===== config.mk =====
export PLATFORM = sky130hd
export DESIGN_NAME = xfer_count_unit
export DESIGN_NICKNAME = d
export VERILOG_FILES = /design/src/rtl/xcnt_pkg.sv /design/src/rtl/xcnt_dec.sv /design/src/rtl/xcnt_step.sv /design/src/rtl/xfer_count_unit.sv
export SDC_FILE = /design/constraint.sdc
export NUM_CORES = 1
export LEC_CHECK = 0
export ABC_CLOCK_PERIOD_IN_PS = 2500
export CELL_PAD_IN_SITES_DETAIL_PLACEMENT = 1
export CELL_PAD_IN_SITES_GLOBAL_PLACEMENT = 2
export CORE_MARGIN = 2
export CORE_UTILIZATION = 23
export DETAILED_ROUTE_END_ITERATION = 16
export PLACE_DENSITY_LB_ADDON = 0.1
export SLEW_MARGIN = 20
export SYNTH_ARGS = -nofsm -noshare
export SYNTH_HDL_FRONTEND = slang
export SYNTH_SLANG_ARGS = --single-unit

===== constraint.sdc =====
create_clock -name clk -period 2.5 [get_ports clk]
set_input_delay 0.5 -clock clk [delete_from_list [all_inputs] [get_ports clk]]
set_output_delay 0.5 -clock clk [all_outputs]
set_load 0.03 [all_outputs]

===== src/rtl/xcnt_pkg.sv =====
package xcnt_pkg;
    parameter int unsigned CNT_W  = 16;
    localparam int unsigned LANE_W = CNT_W / 2;

    typedef enum logic [1:0] {
        MODE_NORMAL = 2'b00,
        MODE_REPEAT = 2'b01,
        MODE_BLOCK  = 2'b10,
        MODE_RSVD   = 2'b11
    } xmode_e;

    typedef struct packed {
        logic [CNT_W-1:0] cnt;
        xmode_e           mode;
        logic             armed;
        logic             done;
        logic             wrap;
    } xcnt_state_t;
endpackage


===== src/rtl/xcnt_dec.sv =====
module xcnt_dec #(
    parameter int unsigned W = 8
) (
    input  logic [W-1:0] val_i,
    output logic [W-1:0] dec_o,
    output logic         is_one_o
);
    // Count-down arithmetic for one lane; zero wraps to all ones (max count).
    always_comb begin
        dec_o    = val_i - W'(1);
        is_one_o = (val_i == W'(1));
    end
endmodule


===== src/rtl/xcnt_step.sv =====
module xcnt_step
    import xcnt_pkg::*;
(
    input  xcnt_state_t cur_i,
    input  logic        xfer_i,
    output xcnt_state_t nxt_o
);
    logic [CNT_W-1:0]  full_dec;
    logic              full_one;
    logic [LANE_W-1:0] low_dec;
    logic              low_one;

    xcnt_dec #(.W(CNT_W)) u_full (
        .val_i    (cur_i.cnt),
        .dec_o    (full_dec),
        .is_one_o (full_one)
    );

    xcnt_dec #(.W(LANE_W)) u_low (
        .val_i    (cur_i.cnt[LANE_W-1:0]),
        .dec_o    (low_dec),
        .is_one_o (low_one)
    );

    always_comb begin
        nxt_o      = cur_i;
        nxt_o.done = 1'b0;
        nxt_o.wrap = 1'b0;
        if (xfer_i) begin
            unique case (cur_i.mode)
                MODE_NORMAL: begin
                    if (cur_i.armed) begin
                        nxt_o.cnt = full_dec;
                        if (full_one) begin
                            nxt_o.done  = 1'b1;
                            nxt_o.armed = 1'b0;
                        end
                    end
                end
                MODE_REPEAT, MODE_BLOCK: begin
                    if (low_one) begin
                        nxt_o.cnt[LANE_W-1:0] = cur_i.cnt[CNT_W-1:LANE_W];
                        nxt_o.wrap            = 1'b1;
                    end else begin
                        nxt_o.cnt[LANE_W-1:0] = low_dec;
                    end
                end
                default: ;
            endcase
        end
    end
endmodule


===== src/rtl/xfer_count_unit.sv =====
module xfer_count_unit
    import xcnt_pkg::*;
(
    input  logic             clk,
    input  logic             rst_n,
    input  logic             load_i,
    input  logic [CNT_W-1:0] load_word_i,
    input  logic [1:0]       load_mode_i,
    input  logic             xfer_i,
    output logic [CNT_W-1:0] count_o,
    output logic             done_o,
    output logic             wrap_o,
    output logic             mode_err_o,
    output logic [CNT_W-1:0] wb_word_o
);
    xcnt_state_t state_q, state_d, step_nxt;

    xcnt_step u_step (
        .cur_i  (state_q),
        .xfer_i (xfer_i),
        .nxt_o  (step_nxt)
    );

    always_comb begin
        if (load_i) begin
            state_d       = '0;
            state_d.cnt   = load_word_i;
            state_d.mode  = xmode_e'(load_mode_i);
            state_d.armed = 1'b1;
        end else begin
            state_d = step_nxt;
        end
    end

    always_ff @(posedge clk or negedge rst_n) begin
        if (!rst_n) state_q <= '0;
        else        state_q <= state_d;
    end

    assign count_o    = state_q.cnt;
    assign done_o     = state_q.done;
    assign wrap_o     = state_q.wrap;
    assign mode_err_o = (state_q.mode == MODE_RSVD);
    assign wb_word_o  = state_d.cnt;


    load_capture_chk: assert property (@(posedge clk) disable iff (!rst_n)
        load_i |=> (count_o == $past(load_word_i)));


    done_zero_chk: assert property (@(posedge clk) disable iff (!rst_n)
        done_o |-> (count_o == '0) && !wrap_o);


    upper_hold_chk: assert property (@(posedge clk) disable iff (!rst_n)
        (!load_i && state_q.mode != MODE_NORMAL) |=> $stable(count_o[CNT_W-1:LANE_W]));


    reload_value_chk: assert property (@(posedge clk) disable iff (!rst_n)
        wrap_o |-> (count_o[LANE_W-1:0] == count_o[CNT_W-1:LANE_W]));


    rsvd_ignore_chk: assert property (@(posedge clk) disable iff (!rst_n)
        (mode_err_o && !load_i) |=> $stable(count_o) && !done_o && !wrap_o);


    idle_hold_chk: assert property (@(posedge clk) disable iff (!rst_n)
        (!load_i && !xfer_i) |=> $stable(count_o) && !done_o && !wrap_o);
endmodule


==> metrics.cfg <==
[outcome]
status=complete, but fails checks
violations=negative setup slack

[setup_path]
cp.required_ns=2.00
critPathBufInv=1
critPathKind=reg2out
cp_cell_sequence=or4_4 -> or3_4 -> or4_4 -> a31oi_4 -> buf_6
r2r_end=state_q[2]
worst_path_max_delay_cell=or4_4
reg2reg_from=count_o[8]
r2r_cells=6
regToRegSetupSlack_ns=0.22
cp.depth=5
slowest_delay_ns=0.56
crit_path_end_kind=output port
critPathArrivalTime_ns=2.42
path_max_fanout=4
timing.critical_path.mode_cell=or4_4
critPathLaunchType=flip-flop
cpLargestDelayFamily=simple AND/OR/NAND/NOR gates

[sta]
tns_ns=-3.09
fin_ws_ns=-0.416
hold_ws_ns=0.582
fmax_ghz=0.343
skew_ns=0.00164
tightest_slew_ns=0.394
maxSlewViolCount=0
hold_viol=0
fin_crit_sh_pct=117
setup_viol=15
rsz0062_at_grt=true
slew_headroom_pct=73.5
finalCriticalPeriod_ns=2.92

[synth]
async_flop_share_pct=100
yosys.area.top_type=dfrtp_1
synth_fp_nets=247
yosysTopAreaCellShare_pct=29.5
postSynthCellCount=221
ys_warn_count=0
synth_ff_type=dfrtp_1
ys_seq_elements=21
syn_avg_cell_area_sq_um=8.06
ys_seq_area_share_pct=29.5
synth_area_leaders=dfrtp_1, buf_4, o21ai_0
synth_cell_types=42
syn_area_sq_um=1780
synth_edf_count=0

[route]
route.met2.wl_mm=3.37
highest_layer=met4
drtAntennaViolNets=0
drt_wl_total_mm=6.93
via_count=1969
vias_per_cell=4.72
wl_met3_microns=177
met1_length_mm=3.32
dr.pass1.iters=4
wire_per_inst_microns=16.6
drc=0
drtIter0Drc=91

[floorplanning]
die_area_sq_um=8470
coreArea_sq_um=7610
dieWidth_microns=92.0
start_util_pct=23.4
rows=32
die_y_microns=92.0
io_pins=57

[global_route]
overflow=0
grt_pass1_vias=2002
grt_usage_pct=16.8
grt_max_degree=22
antenna_found_initial=0
grt_pass1_wl_mm=11.2

[final_layout]
final_cell_mix=buf_4, clkdlybuf4s50_1, buf_6, nand2_1, dfrtp_1
syn_to_final_growth_pct=81.6
diodes=0
regArea_sq_um=532
num-fill-cells=889
drive_gt1_share_pct=50.2
layout_commonest_cell=buf_4
fin_util_pct=42.5
fin_nets=342
stdcell_area_sq_um=3240
multi_input_area_sq_um=1260

[clock_tree]
cts_buffer_depth=2
clkLatencyLatePin_ns=0.28
cts_max_level=1
cts_hold_buf=0
cts_tree=yes
root_buffer=clkbuf_8
numCtsBuffers=3
clk_pin_slew_worst_paths_ns=0.09
numClockSinks=21

[placed_design]
gp_congestion=0.805
dp_hpwl_mm=4.85
io_buffer_count=56
place_area_sq_um=2530

[pwr]
power.density_nw_per_um2=494
cellLeakagePower_nw=1.33
irDropWorstVdd_mv=0.212

[run]
cap_violations=0

[worst_hold_path]
hp-class=in2async

## sequential cells by signal, summed over array words and instances (netlist names)
signal / flops
count_o: 16
done_o: 1
state_q: 3
wrap_o: 1
## kinds of logic after synthesis
family	count (synthesis)	share of synthesized area (%)
AOI/OAI and AO/OA	59	20.6
and+or+nand+nor	70	22.6
adders and majority gates	4	2.81
xor gates and xnor gates	11	5.41
buffers and inverters	55	18.5
muxes	1	0.632
DFF	21	29.5
## timing repair
action	in CTS	in global routing
gates cloned	1	0
pin swaps	23	23
resized for setup	61	36
buffers inserted	15	18
setup endpoints to repair	16	16
## stage by stage
step / total power, mW / std cells / setup slack (ns)
3_5_place_dp: 1.11 / 379 / -0.419
2_1_floorplan: 0.854 / 221 / -0.112
4_1_cts: 1.50 / 399 / -0.402
6_report: 1.60 / 417 / -0.416
3_3_place_gp: 1.11 / 379 / -0.408
5_1_grt: 1.68 / 417 / -0.473
## where the power goes
group / internal [mW] / switching (mW) / total (mW) / leakage, nW
logic: 0.462 / 0.461 / 0.922 / 1.06
registers: 0.374 / 0.0467 / 0.421 / 0.245
clock network: 0.112 / 0.142 / 0.254 / 0.0255
## routing by layer
layer	global-route usage [%]	vias up
met5	0	-
met3	2.55	5
met2	27.9	34
met1	22.9	972
li1	-	958
met4	4.10	0
## Yosys cell counts, types with 3 or more instances
| master | n |
|---|---|
| o211ai_1 | 5 |
| a21oi_1 | 7 |
| clkbuf_1 | 15 |
| o31ai_1 | 4 |
| or3_1 | 5 |
| xnor2_1 | 5 |
| inv_1 | 6 |
| o31a_1 | 3 |
| dfrtp_1 | 21 |
| xor2_1 | 6 |
| or4_1 | 3 |
| nand2_1 | 20 |
| a22oi_1 | 6 |
| buf_4 | 32 |
| nor4_1 | 8 |
| o21ai_0 | 25 |
| nor3_1 | 6 |
| a31oi_1 | 5 |
| nor2_1 | 6 |
| ha_1 | 4 |
## cell type report
class                           instances  area share [%]
Timing Repair Buffer                  139            38.6
Tap cell                              102            3.94
Multi-Input combinational cell        145            38.9
Sequential cell                        21            16.4
Clock inverter                          1           0.155
Clock buffer                            3            1.28
Inverter                                6           0.696
## worst max path at each step
| stage | from | end | slack (ns) |
|---|---|---|---|
| detailed placement | xfer_i | wb_word_o[13] | -0.42 |
| floorplan | count_o[10] | wb_word_o[15] | -0.11 |
| finish | count_o[8] | wb_word_o[15] | -0.42 |
| global placement | xfer_i | wb_word_o[13] | -0.41 |
| CTS | count_o[10] | wb_word_o[15] | -0.40 |
| global route | count_o[8] | wb_word_o[15] | -0.47 |
No activity file was read; power rests on OpenSTA's default activity.
